### config.mk
export PLATFORM = sky130hd
export DESIGN_NAME = rgpio_mirror
export DESIGN_NICKNAME = d
export VERILOG_FILES = /design/src/rtl/rgpio_pkg.sv /design/src/rtl/rgpio_sync.sv /design/src/rtl/rgpio_evt.sv /design/src/rtl/rgpio_wake.sv /design/src/rtl/rgpio_pwm.sv /design/src/rtl/rgpio_mirror.sv
export SDC_FILE = /design/constraint.sdc
export NUM_CORES = 1
export LEC_CHECK = 0
export ABC_AREA = 1
export ABC_CLOCK_PERIOD_IN_PS = 1900
export BUFFER_PORTS_ARGS = -buffer_cell sky130_fd_sc_hd__buf_2
export CAP_MARGIN = 20
export CORE_MARGIN = 2
export CORE_UTILIZATION = 55
export CTS_CLUSTER_SIZE = 8
export DETAILED_ROUTE_END_ITERATION = 12
export PLACE_DENSITY_LB_ADDON = 0.3
export SLEW_MARGIN = 20
export SYNTH_ARGS = -nofsm -noshare
export SYNTH_HDL_FRONTEND = slang
export SYNTH_HIERARCHICAL = 1
export SYNTH_SLANG_ARGS = --single-unit
export TNS_END_PERCENT = 20
### constraint.sdc
create_clock -name clk -period 1.9 [get_ports clk]
set_input_delay 0.38 -clock clk [delete_from_list [all_inputs] [get_ports clk]]
set_output_delay 0.38 -clock clk [all_outputs]
set_load 0.03 [all_outputs]
### src/rtl/rgpio_pkg.sv
package rgpio_pkg;
    typedef enum logic {
        EV_IDLE = 1'b0,
        EV_HOLD = 1'b1
    } evt_state_t;

    typedef enum logic {
        WK_IDLE  = 1'b0,
        WK_FIRED = 1'b1
    } wake_state_t;
endpackage

### src/rtl/rgpio_sync.sv
module rgpio_sync #(
    parameter int W      = 4,
    parameter int STAGES = 2
) (
    input  logic         clk,
    input  logic         rst_n,
    input  logic [W-1:0] d_async,
    output logic [W-1:0] q_sync,
    output logic [W-1:0] q_chg
);
    logic [W-1:0] stg [STAGES];
    logic [W-1:0] prev_q;

    always_ff @(posedge clk or negedge rst_n) begin
        if (!rst_n) begin
            for (int k = 0; k < STAGES; k++) stg[k] <= '0;
            prev_q <= '0;
        end else begin
            stg[0] <= d_async;
            for (int k = 1; k < STAGES; k++) stg[k] <= stg[k-1];
            prev_q <= stg[STAGES-1];
        end
    end

    assign q_sync = stg[STAGES-1];
    assign q_chg  = stg[STAGES-1] ^ prev_q;
endmodule

### src/rtl/rgpio_evt.sv
module rgpio_evt
    import rgpio_pkg::*;
#(
    parameter int W = 4
) (
    input  logic         clk,
    input  logic         rst_n,
    input  logic         link_up,
    input  logic [W-1:0] cur,
    input  logic [W-1:0] chg,
    input  logic         ack,
    output logic         valid,
    output logic [W-1:0] data
);
    evt_state_t   st_q, st_d;
    logic         snap_ld;
    logic [W-1:0] snap_q;
    logic         any_chg;

    assign any_chg = |chg;

    always_ff @(posedge clk or negedge rst_n) begin
        if (!rst_n) begin
            st_q   <= EV_IDLE;
            snap_q <= '0;
        end else begin
            st_q <= st_d;
            if (snap_ld) snap_q <= cur;
        end
    end

    always_comb begin
        st_d    = st_q;
        snap_ld = 1'b0;
        unique case (st_q)
            EV_IDLE: begin
                if (link_up && any_chg) begin        // report
                    st_d    = EV_HOLD;
                    snap_ld = 1'b1;
                end
            end
            EV_HOLD: begin
                if (!link_up) begin                  // drop
                    st_d = EV_IDLE;
                end else if (any_chg) begin          // merge
                    st_d    = EV_HOLD;
                    snap_ld = 1'b1;
                end else if (ack) begin              // consume
                    st_d = EV_IDLE;
                end
            end
            default: st_d = EV_IDLE;
        endcase
    end

    always_comb begin
        valid = (st_q == EV_HOLD);
        data  = snap_q;
    end
endmodule

### src/rtl/rgpio_wake.sv
module rgpio_wake
    import rgpio_pkg::*;
#(
    parameter int W = 4
) (
    input  logic         clk,
    input  logic         rst_n,
    input  logic         pdown,
    input  logic [W-1:0] chg,
    input  logic [W-1:0] mask,
    output logic         wake
);
    wake_state_t st_q, st_d;
    logic        hit;

    assign hit = |(chg & mask);

    always_ff @(posedge clk or negedge rst_n) begin
        if (!rst_n) st_q <= WK_IDLE;
        else        st_q <= st_d;
    end

    always_comb begin
        st_d = st_q;
        unique case (st_q)
            WK_IDLE:  if (pdown && hit) st_d = WK_FIRED;   // fire
            WK_FIRED: if (!pdown)       st_d = WK_IDLE;    // release
            default:  st_d = WK_IDLE;
        endcase
    end

    always_comb begin
        wake = (st_q == WK_FIRED);
    end
endmodule

### src/rtl/rgpio_pwm.sv
module rgpio_pwm #(
    parameter int DUTY_W = 8
) (
    input  logic              clk,
    input  logic              rst_n,
    input  logic              tick,
    input  logic              enable,
    input  logic [DUTY_W-1:0] duty_reg,
    output logic [DUTY_W-1:0] duty_live,
    output logic              wave
);
    localparam logic [DUTY_W-1:0] CNT_LAST = {DUTY_W{1'b1}};

    logic [DUTY_W-1:0] cnt_q;
    logic [DUTY_W-1:0] act_q;
    logic              boundary;

    assign boundary = tick && (cnt_q == CNT_LAST);

    always_ff @(posedge clk or negedge rst_n) begin
        if (!rst_n) begin
            cnt_q <= '0;
            act_q <= '0;
        end else begin
            if (tick) cnt_q <= cnt_q + 1'b1;
            if (!enable || boundary) act_q <= duty_reg;
        end
    end

    assign duty_live = act_q;
    assign wave      = (cnt_q < act_q);
endmodule

### src/rtl/rgpio_mirror.sv
module rgpio_mirror #(
    parameter int N_IO        = 4,
    parameter int DUTY_W      = 8,
    parameter int PWM_BIT     = 3,
    parameter int SYNC_STAGES = 2
) (
    input  logic              clk,
    input  logic              rst_n,
    input  logic [N_IO-1:0]   pin_in,
    output logic [N_IO-1:0]   pin_out,
    input  logic              out_wr,
    input  logic [N_IO-1:0]   out_wdata,
    input  logic              duty_wr,
    input  logic [DUTY_W-1:0] duty_wdata,
    input  logic              mode_wr,
    input  logic              mode_pwm_en,
    input  logic [N_IO-1:0]   mode_wake_mask,
    input  logic              tick_en,
    input  logic              link_up,
    input  logic              pdown,
    output logic              evt_valid,
    output logic [N_IO-1:0]   evt_data,
    input  logic              evt_ack,
    output logic              wake_req
);
    logic [N_IO-1:0]   in_sync;
    logic [N_IO-1:0]   in_chg;
    logic [N_IO-1:0]   out_q;
    logic [N_IO-1:0]   wmask_q;
    logic [DUTY_W-1:0] duty_q;
    logic [DUTY_W-1:0] duty_act;
    logic              pwm_en;
    logic              pwm_wave;

    always_ff @(posedge clk or negedge rst_n) begin
        if (!rst_n) begin
            out_q   <= '0;
            wmask_q <= '0;
            duty_q  <= '0;
            pwm_en  <= 1'b0;
        end else begin
            if (out_wr)  out_q  <= out_wdata;
            if (duty_wr) duty_q <= duty_wdata;
            if (mode_wr) begin
                pwm_en  <= mode_pwm_en;
                wmask_q <= mode_wake_mask;
            end
        end
    end

    rgpio_sync #(.W(N_IO), .STAGES(SYNC_STAGES)) u_sync (
        .clk     (clk),
        .rst_n   (rst_n),
        .d_async (pin_in),
        .q_sync  (in_sync),
        .q_chg   (in_chg)
    );

    rgpio_evt #(.W(N_IO)) u_evt (
        .clk     (clk),
        .rst_n   (rst_n),
        .link_up (link_up),
        .cur     (in_sync),
        .chg     (in_chg),
        .ack     (evt_ack),
        .valid   (evt_valid),
        .data    (evt_data)
    );

    rgpio_wake #(.W(N_IO)) u_wake (
        .clk   (clk),
        .rst_n (rst_n),
        .pdown (pdown),
        .chg   (in_chg),
        .mask  (wmask_q),
        .wake  (wake_req)
    );

    rgpio_pwm #(.DUTY_W(DUTY_W)) u_pwm (
        .clk       (clk),
        .rst_n     (rst_n),
        .tick      (tick_en),
        .enable    (pwm_en),
        .duty_reg  (duty_q),
        .duty_live (duty_act),
        .wave      (pwm_wave)
    );

    for (genvar i = 0; i < N_IO; i++) begin : g_out
        if (i == PWM_BIT) begin : g_pwm
            assign pin_out[i] = pwm_en ? pwm_wave : out_q[i];
        end else begin : g_lvl
            assign pin_out[i] = out_q[i];
        end
    end
endmodule

* Word-level counts from Yosys, hierarchy flattened
Cells that the tools add are included.
** Operators by class
- Eq/ne operators :: 1
- Magnitude comparators :: 1
- Mux-type cells :: 12
- Add/subtract/negate cells :: 1
- Reduce and logical (&&, ||, !) cells :: 7
- Bitwise logic cells :: 4
** Operators by type and width (count)
- $mux W1 :: 9
- $add A8 B1 Y8 const B :: 1
- $eq A8 B8 Y1 const B :: 1
- $lt A8 B8 Y1 :: 1
- $reduce_or A4 Y1 :: 2
- $pmux W1 S2 :: 3
- $and A4 B4 Y4 :: 1
- $xor A4 B4 Y4 :: 1
- $logic_and A1 B1 Y1 :: 3
- $not A1 Y1 :: 2
- $logic_not A1 Y1 :: 1
- $logic_or A1 B1 Y1 :: 1
** Storage, ports and cells
- Bits in registers :: 51
- Logic and storage cells :: 38

* Logic depth before layout (Yosys ltp)
Gate-level depths: netlist (run 1).
- Word-level depth :: 6
- Depth in mapped cells :: 9
- Mapped depth without buffers :: 9

* Modules after synthesis
Netlist (run 1), hierarchy kept.
** Modules (own cells, without submodules)
- rgpio_pwm :: seq. area each 400.4 µm², times used 1, area each 929.6 µm², cells each 111
- rgpio_mirror :: seq. area each 425.4 µm², times used 1, area each 676.9 µm², cells each 79
- rgpio_sync :: seq. area each 300.3 µm², times used 1, area each 405.4 µm², cells each 36
- rgpio_evt :: seq. area each 125.1 µm², times used 1, area each 209.0 µm², cells each 23
- rgpio_wake :: seq. area each 25.0 µm², times used 1, area each 66.3 µm², cells each 11

* Least setup slack after synthesis (run 1)
OpenSTA, ideal clock, no wires.
- Path type :: register to output
- Start point :: register u_pwm.cnt_q[3]
- End point :: output port pin_out[3]
- Stages on the path, launching flop included :: 7
- Slack :: 0.232 ns
- Data arrival time :: 1.288 ns
- Path buffers :: 0
- Cell sequence :: dfrtp_1 -> ha_1 -> a21oi_1 -> nand2_1 -> a21oi_1 -> nand2_1 -> nand2_1
** Between the ends
- Word-level cells in the longest chain between the ends :: 2
** RTL lines
- from (decl) :: line rgpio_pwm.sv:14 : logic [DUTY_W-1:0] cnt_q;
- from (signal assigned) :: line rgpio_pwm.sv:25 : if (tick) cnt_q <= cnt_q + 1'b1;
- $lt A8 B8 Y1 :: line rgpio_pwm.sv:31 : assign wave = (cnt_q < act_q);
- via pwm_wave :: line rgpio_mirror.sv:33 : logic pwm_wave;
- $mux W1 :: line rgpio_mirror.sv:91 : assign pin_out[i] = pwm_en ? pwm_wave : out_q[i];
- to (decl) :: line rgpio_mirror.sv:10 : output logic [N_IO-1:0] pin_out,
The timed path passes the listed nets, and every way through them passes these cells.

* Final worst setup path (run 1)
- Start point :: register u_pwm.cnt_q[7]
- End point :: output port pin_out[3]
Same word-level chain as after synthesis.

==> reports/results.ini, run 1 <==
[layout]
antenna_cells=0
final_common_cell=nand2_1
area.growth.synth_to_final_pct=16.7
fin_nets=344
drive_gt1_share_pct=23.1
fin_area_mm2=0.00267
final_cell_mix=nand2_1 (120), dfrtp_1 (51), buf_2 (38)

[cts]
h-tree-depth=2
clkSlewWorstSetupHoldPaths_ns=0.09
cts_root_buf=clkbuf_8
clock_sinks=51
cts_hold_buf=0
clk_latency_ns=0.31
cts-buffers-inserted=5
cts_tree=built
clockBufferDepth=2

[critical_path]
arrival_ns=1.61
path_max_fanout=2
path_cells=ha_1 -> a21oi_1 -> o21ai_1 -> a21oi_1 -> nand2_1 -> nand2_1 -> buf_6
cp-start-kind=flop
path_delay_family=flip-flops
crit_required_ns=1.52
crit_path_top_delay_cell=dfrtp_1
critPathMaxStageDelay_ns=0.40
crit_path_end_kind=output pin
crit_type=flop to output pin
cp.buffers_inverters=1

[global_route]
grt_util_all_layers_pct=18.5
grt_pass1_wl_mm=6.30
grt_overflow_total=0
first_global_vias=1547
grt_max_degree=32
antenna_found_initial=0

[die]
dieHeight_um=68.5
core_mm2=0.00400
dieArea_mm2=0.00469
fp.dieW_um=68.5
start_util_pct=57.2
rows=23
io_pins=40

[logic_synthesis]
yosysUniqueCellTypes=21
synthCells=260
synth_area_per_cell_um2=8.80
ys_seq_area_share_pct=55.8
synth-seq-cells=51
syn-num-nets=298
synth_area_mm2=0.00229
synth-warning-count=6

[power_and_ir_drop]
ir_worst_vdd_v=0.000444
power_leakage_nw=1.52
p_per_area_mw_per_mm2=1010
finalPower_w=0.00268

[timing]
slew_headroom_pct=66.4
setup_ws_ns=-0.0914
setup-tns-final_ns=-0.0914
fin_crit_sh_pct=105
setup_violations=1
finClkSkew_ns=0.0129
tightestPinTransition_ns=0.504
fmax_mhz=502
fin_crit_ns=1.99
hold_viol=0
finalMaxSlewViolations=0
rsz0062_at_grt=true
whs_ns=0.0337

[status]
violations=negative setup slack
status=finished with violations

[routing]
viasPerCell=4.73
wl_per_cell_um=10.7
drtAntennaViolNets=0
drt_iter0_drc=85
wl_mm=3.81
post-route-drc-count=0
num_vias=1688
first_pass_iters=4

[place]
dpl_cell_area_mm2=0.00251
hpwl_mm=2.85
place_congestion=0.814
numPortBuffers=39

[min_path]
hold_path.class=primary input to asynchronous set/reset pin

[flow_run]
cap_violations=0

==> cells in the mapped netlist <==
master    instances  area share (%)
nand2_8           1            0.88
nand3_1          14             3.1
nand4_2           1            0.55
buf_6             2            0.98
nand2_4           1            0.49
nor2_1            6            0.98
inv_2             3            0.49
buf_4             7             2.3
nor3_2            1            0.44
inv_1            26             4.3
a21oi_1           4            0.88
nor2_4            1            0.49
xor2_1            5             1.9
dfrtp_1          51              56
nor2_2            2            0.55
nand2_1         120              20
nand2_2           3            0.82
o21ai_0           2            0.44
ha_1              8             4.4
nand3b_1          1            0.33
nand4_1           1            0.27
==> timing repair <==
action,in CTS,in global routing
setup buffers,5,0
gates cloned,0,0
resized for setup,5,2
endpoints found under the setup margin,1,1
pin swaps,3,0
==> logic make-up after synthesis <==
| logic type | after synthesis | share of synthesized area (%) |
|---|---|---|
| AOI/OAI and AO/OA | 6 | 1.31 |
| xor gates and xnor gates | 5 | 1.91 |
| adders and majority gates | 8 | 4.38 |
| buffers and inverters | 38 | 8.04 |
| DFF | 51 | 55.8 |
| and+or+nand+nor | 152 | 28.6 |
==> path summary, 6_finish.rpt <==
check | start | endpoint | slack (ns) | cells after the start
max | u_pwm/cnt_q[7] | pin_out[3] | -0.09 | 7
max reg2reg | u_pwm/cnt_q[0] | u_pwm/duty_live[6] | 0.65 | 7
max in group asynchronous | rst_n | u_pwm/duty_live[0] | 1.34 | 2
min in group clk | pin_in[0] | u_sync/stg[4] | 0.19 | 1
min | rst_n | wmask_q[0] | 0.03 | 1
min reg2reg | u_sync/stg[7] | u_sync/q_sync[3] | 0.35 | 0
==> stage by stage <==
| stage | instances | utilization [%] | setup slack, ns |
|---|---|---|---|
| 2_1_floorplan | 260 | - | 0.232 |
| 3_3_place_gp | 344 | 62.8 | 0.168 |
| 3_5_place_dp | 344 | 62.8 | 0.146 |
| 4_1_cts | 357 | 66.3 | -0.103 |
| 5_1_grt | 357 | 66.8 | -0.249 |
| 6_report | 357 | 66.8 | -0.0914 |
==> per-layer routing <==
layer / GRT usage [%] / routed length (µm) / vias up
li1: - / - / 878
met1: 21.0 / 1690 / 760
met2: 31.7 / 1830 / 44
met3: 5.76 / 226 / 6
met4: 8.25 / 66 / 0
met5: 0 / 0 / -
==> cell type report <==
class | count | area, µm²
Fill cell | 332 | 1330
Timing Repair Buffer | 48 | 282
Sequential cell | 51 | 1280
Clock inverter | 1 | 5.00
Multi-Input combinational cell | 171 | 860
Clock buffer | 7 | 76.3
Inverter | 29 | 109
Tap cell | 50 | 62.6
==> power breakdown <==
group / internal [W] / switching [W] / leakage, nW
combinational: 0.000331 / 0.000427 / 0.863
sequential: 0.00124 / 0.000106 / 0.620
clock: 0.000259 / 0.000325 / 0.0422
==> flip-flops by register name, indices dropped and copies added (netlist names) <==
signal / count
duty_q: 8
u_pwm/cnt_q: 8
u_pwm/duty_live: 8
out_q: 4
u_evt/data: 4
u_sync/prev_q: 4
u_sync/q_sync: 4
u_sync/stg: 4
wmask_q: 4
pwm_en: 1
u_evt/valid: 1
u_wake/wake: 1
No activity file was read; power rests on OpenSTA's default activity.
==> inputs of run 2 (changes only) <==
--- a/constraint.sdc
+++ b/constraint.sdc
@@ -3,2 +3,2 @@
 set_output_delay 0.38 -clock clk [all_outputs]
-set_load 0.03 [all_outputs]
+set_load 0.01 [all_outputs]
==> reports/results.ini, run 2 (synthesized netlist as in run 1, its figures left out) <==
[routing]
post-route-drc-count=0
drt_iter0_drc=71
drtAntennaViolNets=0
first_pass_iters=4
num_vias=1669
wl_per_cell_um=11.2
viasPerCell=4.68
wl_mm=4.01

[layout]
fill_cells=348
final_cell_mix=nand2_1 (119), dfrtp_1 (51), buf_2 (39)
fin_cells=357
drive_gt1_share_pct=24.1
fin_area_mm2=0.00269
antenna_cells=0
area.growth.synth_to_final_pct=17.8
fin_nets=344
final_common_cell=nand2_1

[power_and_ir_drop]
p_comb_share_pct=25.2
ir_worst_vdd_v=0.000462
p_per_area_mw_per_mm2=1050
finalPower_w=0.00284
pwr-share-seq_pct=47.6
power_switching_share_pct=30.2
power.switching_w=0.000855
p_int_w=0.00198
power_leakage_nw=1.54
clkPwrFrac_pct=27.1

[critical_path]
crit_path_end_kind=output pin
path_cells=inv_1 -> ha_1 -> a21oi_2 -> o21ai_1 -> a21oi_2 -> nand2_1 -> nand2_1 -> buf_2
reg2reg_to=u_pwm/duty_live[7]
worst-r2r-cell-count=8
crit_type=flop to output pin
cp.buffers_inverters=2
arrival_ns=1.59
rr_startpoint=u_pwm/cnt_q[1]
cp-start-kind=flop
path_delay_family=flip-flops
crit_path_top_delay_cell=dfrtp_1
critPathMaxStageDelay_ns=0.36
path_max_fanout=2
crit_required_ns=1.52
r2r_slack_ns=0.56

[global_route]
grt_util_all_layers_pct=19.4
antenna_found_initial=0
first_global_vias=1583
grt_overflow_total=0
grt_pass1_wl_mm=6.57
grt_max_degree=33

[flow_run]
cap_violations=0

[timing]
fmax_mhz=509
finalMaxSlewViolations=0
finClkSkew_ns=0.00530
tightestPinTransition_ns=0.484
whs_ns=0.0220
rsz0062_at_grt=true
slew_headroom_pct=67.7
fin_crit_sh_pct=103
setup_ws_ns=-0.0660
fin_crit_ns=1.97
hold_viol=0
setup_violations=1

[status]
violations=negative setup slack
status=finished with violations

[place]
place_congestion=0.820
numPortBuffers=39
placed_cells=343
hpwl_mm=2.87
dpl_cell_area_mm2=0.00250

[cts]
clockBufferDepth=2
h-tree-depth=2
cts_root_buf=clkbuf_8
clkSlewWorstSetupHoldPaths_ns=0.09
cts_hold_buf=0
clk_latency_ns=0.30
clock_sinks=51
cts_tree=built
cts-buffers-inserted=5

[die]
io_pins=40
rows=23
start_util_pct=57.2
core_mm2=0.00400
dieHeight_um=68.5
fp.dieW_um=68.5
dieArea_mm2=0.00469

[min_path]
hold_path.class=primary input to asynchronous set/reset pin

==> run 2: per-layer routing <==
layer  global-route usage (%)  vias up  routed length [µm]
met2                     33.4       42                1920
met3                     3.95        5                 186
li1                         -      876                   -
met4                     10.0        0                  63
met5                        0        -                   0
met1                     22.7      746                1840
==> run 2: cell type report <==
class	instances	area, µm²	area share (%)
Clock inverter	2	35.0	1.30
Multi-Input combinational cell	171	853	31.7
Tap cell	50	62.6	2.32
Clock buffer	6	82.6	3.07
Timing Repair Buffer	48	275	10.2
Sequential cell	51	1280	47.4
Inverter	29	109	4.04
==> run 2: power by group through the flow <==
stage	registers (W)	logic, W	clock network [W]
finish	0.00135	0.000716	0.000770
detailed placement	0.00138	0.000592	0
CTS	0.00135	0.000706	0.000790
global route	0.00137	0.000818	0.000839
global placement	0.00137	0.000568	0
floorplan	0.00137	0.000398	0
==> run 2: worst max-delay path by stage <==
| stage | from | slack [ns] | endpoint | depth (start not counted) |
|---|---|---|---|---|
| floorplan | u_pwm/cnt_q[3] | 0.35 | pin_out[3] | 6 |
| global placement | u_pwm/cnt_q[5] | 0.24 | pin_out[3] | 7 |
| detailed placement | u_pwm/cnt_q[7] | 0.20 | pin_out[3] | 7 |
| CTS | u_pwm/cnt_q[2] | -0.08 | pin_out[3] | 9 |
| global route | u_pwm/duty_live[5] | -0.21 | pin_out[3] | 8 |
| finish | u_pwm/duty_live[7] | -0.07 | pin_out[3] | 8 |
==> run 2: per-stage QoR <==
stage                     utilization (%)  setup WS, ns  TNS (ns)
after floorplan                         -         0.354         0
after global placement               62.6         0.236         0
after detailed placement             62.6         0.205         0
after CTS                            67.1       -0.0798   -0.0798
after global routing                 67.3        -0.213    -0.213
final                                67.3       -0.0660   -0.0660
==> run 2: timing repair <==
item | CTS | global route
pin swaps | 9 | 3
endpoints found under the hold margin | 0 | 0
gates resized for setup | 5 | 1
endpoints found under the setup margin | 1 | 1
buffers inserted | 5 | 1
